--- src/rtl/eth_txf_pkg.sv ---
package eth_txf_pkg;

   typedef enum logic [2:0] {
      ST_IDLE,
      ST_PRE,
      ST_SFD,
      ST_DATA,
      ST_PAD,
      ST_FCS,
      ST_GAP
   } txf_state_e;

   localparam logic [7:0] PRE_BYTE = 8'h55;
   localparam logic [7:0] SFD_BYTE = 8'hD5;
   localparam int         FCS_LEN  = 4;

   // mirror bit order of a 32-bit word
   function automatic logic [31:0] reflect32(input logic [31:0] v);
      logic [31:0] r;
      for (int i = 0; i < 32; i++) begin
         r[i] = v[31-i];
      end
      return r;
   endfunction

endpackage

--- src/rtl/eth_txf_crc.sv ---
module eth_txf_crc #(
   parameter logic [31:0] POLY      = 32'h04C11DB7,
   parameter bit          LSB_FIRST = 1'b1
) (
   input  logic        clk,
   input  logic        rst_n,
   input  logic        clear,
   input  logic        advance,
   input  logic [7:0]  din,
   output logic [31:0] crc_o
);
   localparam logic [31:0] RPOLY = eth_txf_pkg::reflect32(POLY);

   logic [31:0] crc_q;
   logic [31:0] crc_nxt;

   generate
      if (LSB_FIRST) begin : g_reflected
         always_comb begin
            logic [31:0] c;
            logic        fb;
            c = crc_q;
            for (int i = 0; i < 8; i++) begin
               fb = c[0] ^ din[i];
               c  = {1'b0, c[31:1]};
               if (fb) c = c ^ RPOLY;
            end
            crc_nxt = c;
         end
      end else begin : g_direct
         always_comb begin
            logic [31:0] c;
            logic        fb;
            c = crc_q;
            for (int i = 0; i < 8; i++) begin
               fb = c[31] ^ din[7-i];
               c  = {c[30:0], 1'b0};
               if (fb) c = c ^ POLY;
            end
            crc_nxt = c;
         end
      end
   endgenerate

   always_ff @(posedge clk or negedge rst_n) begin
      if (!rst_n)       crc_q <= '1;
      else if (clear)   crc_q <= '1;
      else if (advance) crc_q <= crc_nxt;
   end

   assign crc_o = crc_q;

   // a cleared register holds the all-ones preset on the next cycle
   assert_crc_preset_R5: assert property (@(posedge clk) disable iff (!rst_n)
      clear |=> (crc_o == 32'hFFFF_FFFF))
      else $error("crc preset missing after clear");

endmodule

--- src/rtl/eth_txf_pause.sv ---
module eth_txf_pause #(
   parameter int QUANTA_W      = 16,
   parameter int QUANTUM_BYTES = 64
) (
   input  logic                clk,
   input  logic                rst_n,
   input  logic                req,
   input  logic [QUANTA_W-1:0] quanta,
   input  logic                in_frame,
   output logic                busy
);
   localparam int SH    = $clog2(QUANTUM_BYTES);
   localparam bit POW2  = ((1 << SH) == QUANTUM_BYTES);
   localparam int CNT_W = QUANTA_W + SH + (POW2 ? 0 : 1);

   generate
      if (QUANTUM_BYTES < 2) begin : g_bad_quantum
         $error("QUANTUM_BYTES must be at least 2");
      end
   endgenerate

   logic [CNT_W-1:0] load_val;
   logic [CNT_W-1:0] cnt_q;

   generate
      if (POW2) begin : g_shift
         assign load_val = {quanta, {SH{1'b0}}};
      end else begin : g_mult
         assign load_val = CNT_W'(quanta) * CNT_W'(QUANTUM_BYTES);
      end
   endgenerate

   // counts down only outside of a frame, so a frame in flight is never cut
   always_ff @(posedge clk or negedge rst_n) begin
      if (!rst_n)                          cnt_q <= '0;
      else if (req)                        cnt_q <= load_val;
      else if (!in_frame && cnt_q != '0)   cnt_q <= cnt_q - 1'b1;
   end

   assign busy = (cnt_q != '0);

   // zero quanta clears the hold-off
   assert_cancel_R10: assert property (@(posedge clk) disable iff (!rst_n)
      (req && quanta == '0) |=> !busy)
      else $error("zero quanta did not cancel hold-off");

   // a nonzero request always arms the hold-off
   assert_arm_R9: assert property (@(posedge clk) disable iff (!rst_n)
      (req && quanta != '0) |=> busy)
      else $error("pause request did not arm hold-off");

   // remaining hold-off is frozen while a frame is on the wire
   assert_freeze_in_frame_R8: assert property (@(posedge clk) disable iff (!rst_n)
      (in_frame && !req) |=> $stable(cnt_q))
      else $error("hold-off counted during a frame");

endmodule

--- src/rtl/eth_tx_framer.sv ---
module eth_tx_framer #(
   parameter int          PREAMBLE_LEN  = 7,
   parameter int          IFG_BYTES     = 12,
   parameter int          MIN_FRAME     = 64,
   parameter int          LEN_W         = 16,
   parameter int          QUANTA_W      = 16,
   parameter int          QUANTUM_BYTES = 64,
   parameter logic [31:0] CRC_POLY      = 32'h04C11DB7,
   parameter bit          CRC_LSB_FIRST = 1'b1
) (
   input  logic                clk,
   input  logic                rst_n,
   input  logic                tx_enable,
   input  logic                fcs_disable,
   input  logic                pause_req,
   input  logic [QUANTA_W-1:0] pause_quanta,
   input  logic                fifo_not_empty,
   input  logic                fifo_avail,
   input  logic [7:0]          fifo_data,
   input  logic                fifo_last,
   output logic                fifo_rd,
   output logic [7:0]          txd_o,
   output logic                tx_en_o,
   output logic                gap_o,
   output logic                short_o
);
   import eth_txf_pkg::*;

   localparam int PAD_TARGET = MIN_FRAME - FCS_LEN;
   localparam int STEP_MAX   = (IFG_BYTES > PREAMBLE_LEN) ?
                               ((IFG_BYTES > FCS_LEN) ? IFG_BYTES : FCS_LEN) :
                               ((PREAMBLE_LEN > FCS_LEN) ? PREAMBLE_LEN : FCS_LEN);
   localparam int STEP_W     = $clog2(STEP_MAX);

   generate
      if (PREAMBLE_LEN < 1) begin : g_bad_pre
         $error("PREAMBLE_LEN must be at least 1");
      end
      if (IFG_BYTES < 1) begin : g_bad_ifg
         $error("IFG_BYTES must be at least 1");
      end
      if (MIN_FRAME <= FCS_LEN || MIN_FRAME >= (1 << LEN_W)) begin : g_bad_min
         $error("MIN_FRAME out of range for LEN_W");
      end
   endgenerate

   // ---------------- state ----------------
   txf_state_e        state_q, state_d;
   logic [STEP_W-1:0] step_q, step_d;
   logic [LEN_W-1:0]  len_q, len_d;
   logic              nofcs_q, nofcs_d;

   logic [7:0]        byte_d;
   logic              en_d;
   logic              short_d;
   logic              pause_busy;
   logic              in_frame;
   logic              crc_clear;
   logic              crc_adv;
   logic [31:0]       crc_val;
   logic [31:0]       fcs_word;
   logic [7:0]        fcs_byte;
   logic [LEN_W-1:0]  len_next;
   logic              start_ok;

   assign len_next = len_q + 1'b1;
   assign start_ok = tx_enable && fifo_not_empty && fifo_avail && !pause_busy;
   assign in_frame = (state_q != ST_IDLE) && (state_q != ST_GAP);
   assign fifo_rd  = (state_q == ST_DATA);
   assign fcs_word = ~crc_val;
   assign fcs_byte = fcs_word[8*step_q[1:0] +: 8];

   // ---------------- sub-blocks ----------------
   eth_txf_crc #(
      .POLY      (CRC_POLY),
      .LSB_FIRST (CRC_LSB_FIRST)
   ) u_crc (
      .clk     (clk),
      .rst_n   (rst_n),
      .clear   (crc_clear),
      .advance (crc_adv),
      .din     (byte_d),
      .crc_o   (crc_val)
   );

   eth_txf_pause #(
      .QUANTA_W      (QUANTA_W),
      .QUANTUM_BYTES (QUANTUM_BYTES)
   ) u_pause (
      .clk      (clk),
      .rst_n    (rst_n),
      .req      (pause_req),
      .quanta   (pause_quanta),
      .in_frame (in_frame),
      .busy     (pause_busy)
   );

   // ---------------- sequencer ----------------
   always_comb begin
      state_d   = state_q;
      step_d    = step_q;
      len_d     = len_q;
      nofcs_d   = nofcs_q;
      byte_d    = 8'h00;
      en_d      = 1'b0;
      short_d   = 1'b0;
      crc_clear = 1'b0;
      crc_adv   = 1'b0;
      unique case (state_q)
         ST_IDLE: begin
            if (start_ok) begin
               state_d = ST_PRE;
               step_d  = '0;
               nofcs_d = fcs_disable;
            end
         end
         ST_PRE: begin
            byte_d = PRE_BYTE;
            en_d   = 1'b1;
            if (step_q == STEP_W'(PREAMBLE_LEN - 1)) begin
               state_d = ST_SFD;
               step_d  = '0;
            end else begin
               step_d = step_q + 1'b1;
            end
         end
         ST_SFD: begin
            byte_d    = SFD_BYTE;
            en_d      = 1'b1;
            crc_clear = 1'b1;
            len_d     = '0;
            state_d   = ST_DATA;
         end
         ST_DATA: begin
            byte_d  = fifo_data;
            en_d    = 1'b1;
            crc_adv = 1'b1;
            len_d   = len_next;
            if (fifo_last) begin
               step_d = '0;
               if (nofcs_q) begin
                  state_d = ST_GAP;
                  short_d = (len_next < LEN_W'(MIN_FRAME));
               end else if (len_next < LEN_W'(PAD_TARGET)) begin
                  state_d = ST_PAD;
               end else begin
                  state_d = ST_FCS;
               end
            end
         end
         ST_PAD: begin
            byte_d  = 8'h00;
            en_d    = 1'b1;
            crc_adv = 1'b1;
            len_d   = len_next;
            if (len_next >= LEN_W'(PAD_TARGET)) begin
               state_d = ST_FCS;
               step_d  = '0;
            end
         end
         ST_FCS: begin
            byte_d = fcs_byte;
            en_d   = 1'b1;
            if (step_q == STEP_W'(FCS_LEN - 1)) begin
               state_d = ST_GAP;
               step_d  = '0;
            end else begin
               step_d = step_q + 1'b1;
            end
         end
         ST_GAP: begin
            if (step_q == STEP_W'(IFG_BYTES - 1)) begin
               state_d = ST_IDLE;
               step_d  = '0;
            end else begin
               step_d = step_q + 1'b1;
            end
         end
         default: state_d = ST_IDLE;
      endcase
   end

   always_ff @(posedge clk or negedge rst_n) begin
      if (!rst_n) begin
         state_q <= ST_IDLE;
         step_q  <= '0;
         len_q   <= '0;
         nofcs_q <= 1'b0;
      end else begin
         state_q <= state_d;
         step_q  <= step_d;
         len_q   <= len_d;
         nofcs_q <= nofcs_d;
      end
   end

   // ---------------- registered media outputs ----------------
   always_ff @(posedge clk or negedge rst_n) begin
      if (!rst_n) begin
         txd_o   <= 8'h00;
         tx_en_o <= 1'b0;
         gap_o   <= 1'b0;
         short_o <= 1'b0;
      end else begin
         txd_o   <= byte_d;
         tx_en_o <= en_d;
         gap_o   <= (state_q == ST_GAP);
         short_o <= short_d;
      end
   end

   // ---------------- assertions ----------------
   // disabled and idle means no read and no start
   assert_idle_when_off_R1: assert property (@(posedge clk) disable iff (!rst_n)
      (state_q == ST_IDLE && !tx_enable) |=> (state_q == ST_IDLE && !fifo_rd))
      else $error("activity while transmit disabled");

   // a start needs all FIFO qualifiers
   assert_start_gate_R2: assert property (@(posedge clk) disable iff (!rst_n)
      (state_q == ST_PRE && $past(state_q) == ST_IDLE) |->
         $past(tx_enable && fifo_not_empty && fifo_avail))
      else $error("frame started without FIFO qualifiers");

   // delimiter follows preamble on the wire
   assert_sfd_out_R3: assert property (@(posedge clk) disable iff (!rst_n)
      (state_q == ST_SFD) |=> (tx_en_o && txd_o == SFD_BYTE))
      else $error("start delimiter missing");

   // pad bytes are zero
   assert_pad_zero_R6: assert property (@(posedge clk) disable iff (!rst_n)
      (state_q == ST_PAD) |=> (tx_en_o && txd_o == 8'h00))
      else $error("nonzero pad byte");

   // short pulse only accompanies a valid byte
   assert_short_with_data_R7: assert property (@(posedge clk) disable iff (!rst_n)
      short_o |-> tx_en_o)
      else $error("short pulse outside frame");

   // pending hold-off keeps the sequencer idle
   assert_hold_idle_R9: assert property (@(posedge clk) disable iff (!rst_n)
      (state_q == ST_IDLE && pause_busy) |=> (state_q == ST_IDLE))
      else $error("frame started during hold-off");

   // gap flag never overlaps valid data
   assert_gap_quiet_R11: assert property (@(posedge clk) disable iff (!rst_n)
      gap_o |-> !tx_en_o)
      else $error("data during interframe gap");

endmodule

--- config.mk ---
export PLATFORM = sky130hd
export DESIGN_NAME = eth_tx_framer
export DESIGN_NICKNAME = d
export VERILOG_FILES = /design/src/rtl/eth_txf_pkg.sv /design/src/rtl/eth_txf_crc.sv /design/src/rtl/eth_txf_pause.sv /design/src/rtl/eth_tx_framer.sv
export SDC_FILE = /design/constraint.sdc
export NUM_CORES = 1
export LEC_CHECK = 0
export BUFFER_PORTS_ARGS = -buffer_cell sky130_fd_sc_hd__buf_4
export CORE_ASPECT_RATIO = 1.2
export CORE_MARGIN = 2
export CORE_UTILIZATION = 55
export CTS_CLUSTER_SIZE = 10
export DETAILED_ROUTE_END_ITERATION = 8
export PLACE_DENSITY = 0.77
export RECOVER_POWER = 100
export SLEW_MARGIN = 5
export SYNTH_ARGS = -nofsm -noshare
export SYNTH_HDL_FRONTEND = slang
export SYNTH_SLANG_ARGS = --single-unit
--- constraint.sdc ---
create_clock -name clk -period 2.7 [get_ports clk]
set_clock_uncertainty 0.05 [all_clocks]
set_input_delay 0.54 -clock clk [delete_from_list [all_inputs] [get_ports clk]]
set_output_delay 0.54 -clock clk [all_outputs]
set_load 0.02 [all_outputs]
==> results of run 1 <==
worst max path at each step:
stage	start	endpoint	depth (start not counted)
floorplan	len_q[0]	step_q[2]	9
global placement	len_q[0]	step_q[0]	9
detailed placement	len_q[1]	step_q[2]	9
CTS	len_q[1]	step_q[1]	9
global route	step_q[0]	u_crc.crc_o[27]	9
finish	step_q[0]	u_crc.crc_o[25]	9
cell usage after synthesis, types with 8 or more instances:
master and instances:
dfrtp_1 57, xnor2_1 55, nor2_1 50, nand2_1 46
o21ai_0 42, a21oi_1 41, dfstp_2 32, xor2_1 26
clkbuf_1 22, nor3_1 16, nand3_1 13, o22a_1 11
nand2b_1 9, nor2b_1 9, inv_1 8
cell usage in the layout, fill, tap and decap left out, drive strengths merged, types with 11 or more instances in the layout:
master / n
nand3: 13
nand2: 47
nor2: 50
clkbuf: 25
dfstp: 32
nor3: 16
o21ai: 42
xnor2: 59
xor2: 31
a21oi: 41
dfrtp: 57
buf: 104
o22a: 11
layout make-up:
type	count	area [um2]
multi-input cells	425	3110
fillers	723	2880
flip-flops and latches	89	2270
repair buffers	116	855
clock buffers	13	250
well taps	123	154
inverters	8	30.0
clock inverters	3	17.5
state kept, by name, indices dropped and copies added (netlist names):
signal	cells
len_q	16
gap_o	1
txd_o	8
step_q	4
tx_en_o	1
state_q	3
nofcs_q	1
u_crc.crc_o	32
short_o	1
u_pause.cnt_q	22
cells by family (layout without fill, tap and decap cells):
| kind of cell | Yosys count | count (layout) |
|---|---|---|
| compound gates | 134 | 134 |
| fa+ha+maj | 4 | 4 |
| flops | 89 | 89 |
| simple gates | 181 | 181 |
| xor+xnor | 93 | 93 |
| mux | 13 | 13 |
| buf+inv | 43 | 140 |
through the flow:
| step | instance area (um2) | instances | utilization |
|---|---|---|---|
| floorplan | 5430 | 557 | - |
| global placement | 6240 | 752 | 0.653 |
| detailed placement | 6240 | 752 | 0.653 |
| CTS | 6530 | 768 | 0.682 |
| global route | 6680 | 777 | 0.699 |
| finish | 6680 | 777 | 0.699 |
layer usage:
metal | routed length, um | vias to the layer above | part of all wire
met5 | 0 | - | 0
met2 | 7040 | 141 | 0.52
li1 | - | 2126 | -
met4 | 370 | 0 | 0.027
met3 | 636 | 33 | 0.047
met1 | 5580 | 2248 | 0.41
worst min-delay path: cells and delay by family:
| kind | cells | cell delay, ns |
|---|---|---|
| AO/OA/AOI/OAI | 1 | 0.06 |
| AND/OR/NAND/NOR | 1 | 0.04 |
| buffers and inverters | 1 | 0.07 |
timing repair:
item                                    in CTS  in global routing
pin swaps                                    1                 13
endpoints found under the setup margin      19                 27
buffers inserted                             0                  9
hold buffers                                 0                  0
gates resized for setup                      4                 24
==> results.py, run 1 <==
metrics = {
    "synthesis": {
        "synth_ff_type": "dfrtp_1",
        "syn_area_per_cell_um2": 9.75,
        "synth_top_area_frac": 0.263,
        "synthAdderAreaFrac": 0.00922,
        "synth_edf_count": 0,
        "ys_ff_latch": 89,
        "yosys.area_share.xor_xnor": 0.173,
        "syn_inst": 557,
        "syn-cell-area_mm2": 0.00543,
        "synth-simple-area-share": 0.163,
        "synth_top_family_by_area": "XOR/XNOR gates",
        "syn_nets": 593,
        "synth_warnings": 0,
        "synth_compound_area_frac": 0.164,
        "async_flop_share": 1.00,
        "ys_seq_area_frac": 0.418,
        "synth_largest_area_cell": "dfrtp_1",
        "yosys-top-cells-area": "dfrtp_1, dfstp_2, xnor2_1, xor2_1, o21ai_0",
        "synthMuxAreaShare": 0.0369,
        "synth_cell_types": 65,
    },
    "detailed_routing": {
        "wl_per_cell_um": 17.5,
        "vias": 4548,
        "avgViaCountPerCell": 5.85,
        "ant_nets": 0,
        "wl_mm": 13.6,
        "drt_iter0_drc": 344,
        "drt_pass1_iterations": 7,
        "post-route-drc-count": 0,
    },
    "timing": {
        "final-setup-viol-count": 0,
        "tns_ns": 0,
        "fmaxAchievable_ghz": 0.380,
        "relSlewSlack": -0.367,
        "setup_ws_ns": 0.0710,
        "fin_crit_sh": 0.974,
        "holdWs_ns": 0.351,
        "worstMarginPinSlew_ns": 2.05,
        "hold_viol": 0,
        "layout_min_cycle_time_ns": 2.63,
        "drv_slew": 36,
    },
    "outcome": {
        "outcome": "complete, but fails checks",
        "violations": "max-capacitance violations, max-slew violations",
    },
    "global_routing": {
        "grt_antenna_before_repair": 0,
        "grt_pass1_vias": 4572,
        "grtUsageMet3": 0.0306,
        "grt-ovfl-total": 0,
        "track_usage": 0.265,
        "met1_usage": 0.337,
        "grt_max_degree": 55,
        "use_met2": 0.461,
        "grt_pass1_wl_mm": 22.3,
        "top_usage_layer": "met2",
    },
    "worst_hold_path": {
        "min_from": "pause_quanta[10]",
        "holdPathEnd": "u_pause.cnt_q[16]",
        "min_path_type": "input pin to flop",
        "hold_depth": 3,
    },
    "clock_network": {
        "cts-buffers-inserted": 9,
        "root_buffer": "clkbuf_16",
        "path_clk_slew_ns": 0.07,
        "htreeDepth": 3,
        "clockBufferDepth": 2,
        "cts_tree": "built",
        "cts.sink_count": 89,
        "insertion_delay_ns": 0.34,
    },
    "layout": {
        "syn2layout_area_growth_pct": 23.1,
        "final_layout_size_suffix_gt1_frac": 0.298,
        "diodes": 0,
        "nNetsFinal": 685,
    },
    "worst_setup_path": {
        "crit_slowest_cell": "xnor3_2",
        "crit_type": "flop to flop",
        "path_cells": "buf_4, nand2b_1, nor3_1, a211oi_1, mux2i_2, xnor3_2, buf_4, xnor2_2, o22a_1",
        "crit_required_ns": 2.92,
        "cp_data_arrival_time_ns": 2.85,
        "crit_buf_inv": 2,
        "crit_fanout": 10,
        "critical-path-max-stage-delay_ns": 0.58,
        "start_kind": "flop",
        "reg2reg_from": "step_q[0]",
        "timing.reg2reg.setup_slack_ns": 0.07,
        "rr_worst_depth": 9,
        "regToRegEndpoint": "u_crc.crc_o[25]",
        "critPathMostFrequentCell": "buf_4",
        "cp-end-kind": "flop",
        "cp_top_family": "XOR/XNOR gates",
    },
    "flow_run": {
        "cap_violations": 1,
    },
    "die": {
        "initial_core_util": 0.568,
        "fp.dieW_um": 94.7,
        "top_level_ports": 44,
        "die_area_mm2": 0.0107,
        "core_mm2": 0.00956,
        "die_h_um": 113,
        "rows": 39,
    },
    "placement": {
        "globalplace.congestion": 0.902,
        "post-dp-hpwl_mm": 9.46,
        "pre_cts_slack_ns": -0.0726,
        "numPortBuffers": 43,
    },
}
Power of run 1 is left out: the tool's default activity adds up to more than one toggle a clock period on the data nets, which glitch-free logic cannot reach.
==> run 2, diff against run 1 <==
--- a/config.mk
+++ b/config.mk
@@ -6,7 +6,7 @@
 export NUM_CORES = 1
 export LEC_CHECK = 0
 export BUFFER_PORTS_ARGS = -buffer_cell sky130_fd_sc_hd__buf_4
-export CORE_ASPECT_RATIO = 1.2
+export CORE_ASPECT_RATIO = 0.8
 export CORE_MARGIN = 2
 export CORE_UTILIZATION = 55
 export CTS_CLUSTER_SIZE = 10
==> results.py, run 2 (same netlist as run 1, synthesis figures left out) <==
metrics = {
    "outcome": {
        "outcome": "complete, but fails checks",
        "violations": "max-capacitance violations, max-slew violations",
    },
    "detailed_routing": {
        "wl_mm": 13.1,
        "wl_per_cell_um": 17.0,
        "post-route-drc-count": 0,
        "avgViaCountPerCell": 5.79,
        "vias": 4449,
        "drt_pass1_iterations": 5,
        "ant_nets": 0,
        "drt_iter0_drc": 381,
    },
    "clock_network": {
        "cts_tree": "built",
        "cts-buffers-inserted": 9,
        "root_buffer": "clkbuf_16",
        "clockBufferDepth": 2,
        "htreeDepth": 3,
        "path_clk_slew_ns": 0.06,
        "cts.sink_count": 89,
        "insertion_delay_ns": 0.34,
    },
    "layout": {
        "largest_reg_flops": 32,
        "fillers": 705,
        "final_layout_size_suffix_gt1_frac": 0.305,
        "syn2layout_area_growth_pct": 22.5,
        "layout.cells.most_common": "buf_4",
        "multi_input_area_mm2": 0.00306,
        "regArea_mm2": 0.00227,
        "nNetsFinal": 680,
        "final_cell_mix": "buf_4, dfrtp_1, xnor2_1",
        "diodes": 0,
    },
    "global_routing": {
        "grt_max_degree": 52,
        "grt_antenna_before_repair": 0,
        "grt-ovfl-total": 0,
        "grt_pass1_wl_mm": 21.8,
        "track_usage": 0.261,
        "grt_pass1_vias": 4357,
    },
    "worst_setup_path": {
        "timing.reg2reg.setup_slack_ns": 0.01,
        "start_kind": "flop",
        "cp-end-kind": "flop",
        "cp_data_arrival_time_ns": 2.90,
        "cp_top_family": "XOR/XNOR gates",
        "crit_fanout": 5,
        "worstSetupStartpoint": "step_q[0]",
        "regToRegEndpoint": "u_crc.crc_o[28]",
        "crit_type": "flop to flop",
        "crit_buf_inv": 3,
        "crit_end": "u_crc.crc_o[28]",
        "rr_worst_depth": 9,
        "crit_required_ns": 2.92,
        "critical-path-max-stage-delay_ns": 0.53,
        "worstSetupPathDepth": 9,
        "crit_slowest_cell": "mux4_2",
        "path_cells": "buf_12, mux4_2, o2bb2ai_4, xor2_2, buf_6, xnor3_2, buf_4, xor2_1, a21oi_1",
        "reg2reg_from": "step_q[0]",
    },
    "die": {
        "rows": 32,
        "die_area_mm2": 0.0107,
        "fp.dieW_um": 115,
        "top_level_ports": 44,
        "core_mm2": 0.00961,
        "initial_core_util": 0.565,
        "die_h_um": 92.9,
    },
    "flow_run": {
        "cap_violations": 1,
    },
    "placement": {
        "post-dp-hpwl_mm": 9.19,
        "numPortBuffers": 43,
        "globalplace.congestion": 0.892,
        "pre_cts_slack_ns": -0.0553,
    },
    "timing": {
        "worstMarginPinSlew_ns": 2.11,
        "setup_ws_ns": 0.0141,
        "relSlewSlack": -0.407,
        "fmaxAchievable_ghz": 0.372,
        "layout_min_cycle_time_ns": 2.69,
        "rsz0062_at_grt": "true",
        "hold_viol": 0,
        "final-setup-viol-count": 0,
        "drv_slew": 39,
        "fin_crit_sh": 0.995,
    },
    "worst_hold_path": {
        "min_path_type": "input pin to flop",
    },
}
==> run 2: changes by cell type in the layout (fill, tap and decap cells not counted), sizes merged <==
cell / change
buf: +6
inv: +2
clkinvlp: -1
clkbuf: -12
==> run 2: stage by stage <==
stage	instances	util	setup TNS [ns]	cell area [um2]	hold slack [ns]
floorplan	557	-	0	5430	0.194
global placement	745	0.647	0	6220	0.428
detailed placement	745	0.647	-0.239	6220	0.459
CTS	761	0.677	0	6510	0.138
global route	768	0.692	-0.310	6650	0.353
finish	768	0.692	0	6650	0.356
==> run 2: cell type report <==
cell class	count	area share
repair buffers	111	0.131
flip-flops and latches	89	0.341
well taps	119	0.0224
multi-input cells	425	0.460
inverters	8	0.00452
clock buffers	12	0.0371
clock inverters	4	0.00376
==> run 2: repair_timing <==
item | in CTS | in global routing
hold buffers | 0 | 0
setup endpoints to repair | 7 | 20
buffers inserted | 0 | 7
resized for setup | 5 | 19
pin swaps | 0 | 12
==> run 2: how the worst min path moves through the flow <==
stage	startpoint	end	cells past startpoint
4_1_cts	rst_n	len_q[7]	1
3_5_place_dp	len_q[15]	len_q[15]	1
2_1_floorplan	rst_n	gap_o	0
5_1_grt	pause_quanta[10]	u_pause.cnt_q[16]	3
3_3_place_gp	len_q[15]	len_q[15]	1
6_report	pause_quanta[10]	u_pause.cnt_q[16]	3
==> run 2: worst reg2reg max path: stages (launching register included) <==
cell       delay (ns)
dfrtp_1          0.39
buf_12           0.13
mux4_2           0.53
o2bb2ai_4        0.19
xor2_2           0.15
buf_6            0.14
xnor3_2          0.52
buf_4            0.18
xor2_1           0.16
a21oi_1          0.15
==> run 2: layer usage <==
layer,GRT usage,vias to the layer above,wire (um)
met3,0.0530,7,631
met1,0.372,2212,6170
met4,0.0693,0,96
li1,-,2114,-
met2,0.408,116,6180
met5,0,-,0
Power of run 2 is left out for the same reason.
==> run 3, diff against run 2 <==
==> constraint.sdc (replaced) <==
create_clock -name clk -period 2.7 [get_ports clk]
set_clock_uncertainty 0.05 [all_clocks]
set_input_delay 0.135 -clock clk [delete_from_list [all_inputs] [get_ports clk]]
set_output_delay 0.135 -clock clk [all_outputs]
set_load 0.02 [all_outputs]
==> results.py, run 3 (same netlist as run 1, synthesis figures left out) <==
metrics = {
    "clock_network": {
        "cts-buffers-inserted": 9,
        "insertion_delay_ns": 0.35,
        "htreeDepth": 3,
        "root_buffer": "clkbuf_16",
        "path_clk_slew_ns": 0.07,
        "clockBufferDepth": 2,
        "cts.sink_count": 89,
        "cts_tree": "built",
    },
    "layout": {
        "fillers": 660,
        "diodes": 0,
        "largest_reg_flops": 32,
        "nNetsFinal": 701,
        "syn2layout_area_growth_pct": 28.2,
        "fin_area_mm2": 0.00696,
        "final_cell_mix": "buf_4, dfrtp_1, xnor2_1",
        "final_layout_size_suffix_gt1_frac": 0.303,
        "layout.cells.most_common": "buf_4",
    },
    "timing": {
        "worstMarginPinSlew_ns": 1.23,
        "fmaxAchievable_ghz": 0.378,
        "final-setup-viol-count": 0,
        "hold_viol": 0,
        "layout_min_cycle_time_ns": 2.65,
        "drv_slew": 0,
        "fin_crit_sh": 0.981,
        "relSlewSlack": 0.178,
    },
    "detailed_routing": {
        "avgViaCountPerCell": 5.95,
        "post-route-drc-count": 0,
        "vias": 4692,
        "drt_pass1_iterations": 5,
        "ant_nets": 0,
        "drt_iter0_drc": 292,
        "wl_mm": 14.1,
        "wl_per_cell_um": 17.9,
    },
    "flow_run": {
        "cap_violations": 0,
    },
    "worst_setup_path": {
        "crit_required_ns": 2.92,
        "cp-end-kind": "flop",
        "crit_fanout": 8,
        "crit_type": "flop to flop",
        "cp_data_arrival_time_ns": 2.87,
        "start_kind": "flop",
    },
    "placement": {
        "globalplace.congestion": 0.958,
        "numPortBuffers": 43,
        "post-dp-hpwl_mm": 9.34,
        "placed_area_mm2": 0.00622,
    },
    "worst_hold_path": {
        "min_path_type": "input pin to flop",
    },
    "global_routing": {
        "use_met2": 0.421,
        "grt_pass1_wl_mm": 22.5,
        "grt_max_degree": 51,
        "grt_pass1_vias": 4558,
        "top_usage_layer": "met2",
        "met1_usage": 0.389,
        "grt-ovfl-total": 0,
        "grtUsageMet3": 0.0471,
        "track_usage": 0.272,
        "grt_antenna_before_repair": 0,
    },
    "die": {
        "die_h_um": 92.9,
        "rows": 32,
        "core_mm2": 0.00961,
        "fp.dieW_um": 115,
        "die_area_mm2": 0.0107,
        "initial_core_util": 0.565,
        "top_level_ports": 44,
    },
    "outcome": {
        "outcome": "finished clean",
    },
}
## run 3: changes by cell type in the layout (fill, tap and decap cells not counted), sizes merged
cell,previous run,this run
inv,10,8
bufinv,0,2
dlygate4sd3,0,18
clkbuf,13,29
buf,110,97
## run 3: metal layers
| metal | vias to the layer above | wire [um] |
|---|---|---|
| li1 | 2171 | - |
| met1 | 2306 | 6240 |
| met2 | 182 | 6800 |
| met3 | 33 | 808 |
| met4 | 0 | 296 |
| met5 | - | 0 |
## run 3: timing repair
action / CTS / global route
gates cloned: 0 / 0
hold endpoints to repair: 60 / 0
setup buffers: 0 / 9
pin swaps: 2 / 8
setup endpoints to repair: 18 / 21
hold buffers: 18 / 0
gates resized for setup: 7 / 31
## run 3: cell type report
class                   count  area [um2]  share of cell area
well taps                 119         149              0.0214
clock inverters             4        73.8              0.0106
repair buffers            132        1030               0.149
inverters                   8        30.0             0.00431
clock buffers              12         268              0.0385
multi-input cells         425        3130               0.450
flip-flops and latches     89        2270               0.327
## run 3: worst paths after layout
check                        startpoint         endpoint  slack (ns)  depth (start not counted)
hold / removal             fifo_data[5]         txd_o[5]       0.006                          2
max in group asynchronous         rst_n  u_crc.crc_o[30]        1.19                          3
hold reg to reg               len_q[10]        len_q[10]        0.46                          1
setup reg to reg              step_q[0]  u_crc.crc_o[22]        0.05                         10
min in group asynchronous         rst_n         len_q[4]        0.54                          2
setup / recovery              step_q[0]  u_crc.crc_o[22]        0.05                         10
## run 3: critical path, stage by stage (launching register included)
cell and delay [ns]:
dfrtp_1 0.42, buf_4 0.18, buf_4 0.16, nand2b_4 0.15, o22ai_2 0.17, nor3_1 0.08, a211o_2 0.38, xnor3_2 0.51
xnor2_2 0.19, xnor2_1 0.13, a21oi_1 0.15
## run 3: through the flow
step | worst slack, ns | setup TNS, ns | hold slack, ns | util | instances
2_1_floorplan | 0.0323 | 0 | -0.211 | - | 557
5_1_grt | -0.0571 | -0.202 | 0.00326 | 0.724 | 789
4_1_cts | 0.00268 | 0 | 0.00567 | 0.706 | 780
3_3_place_gp | 0.0206 | 0 | 0.148 | 0.648 | 746
6_report | 0.0511 | 0 | 0.00551 | 0.724 | 789
3_5_place_dp | -0.0568 | -0.269 | 0.153 | 0.648 | 746
Power of run 3 is left out for the same reason.
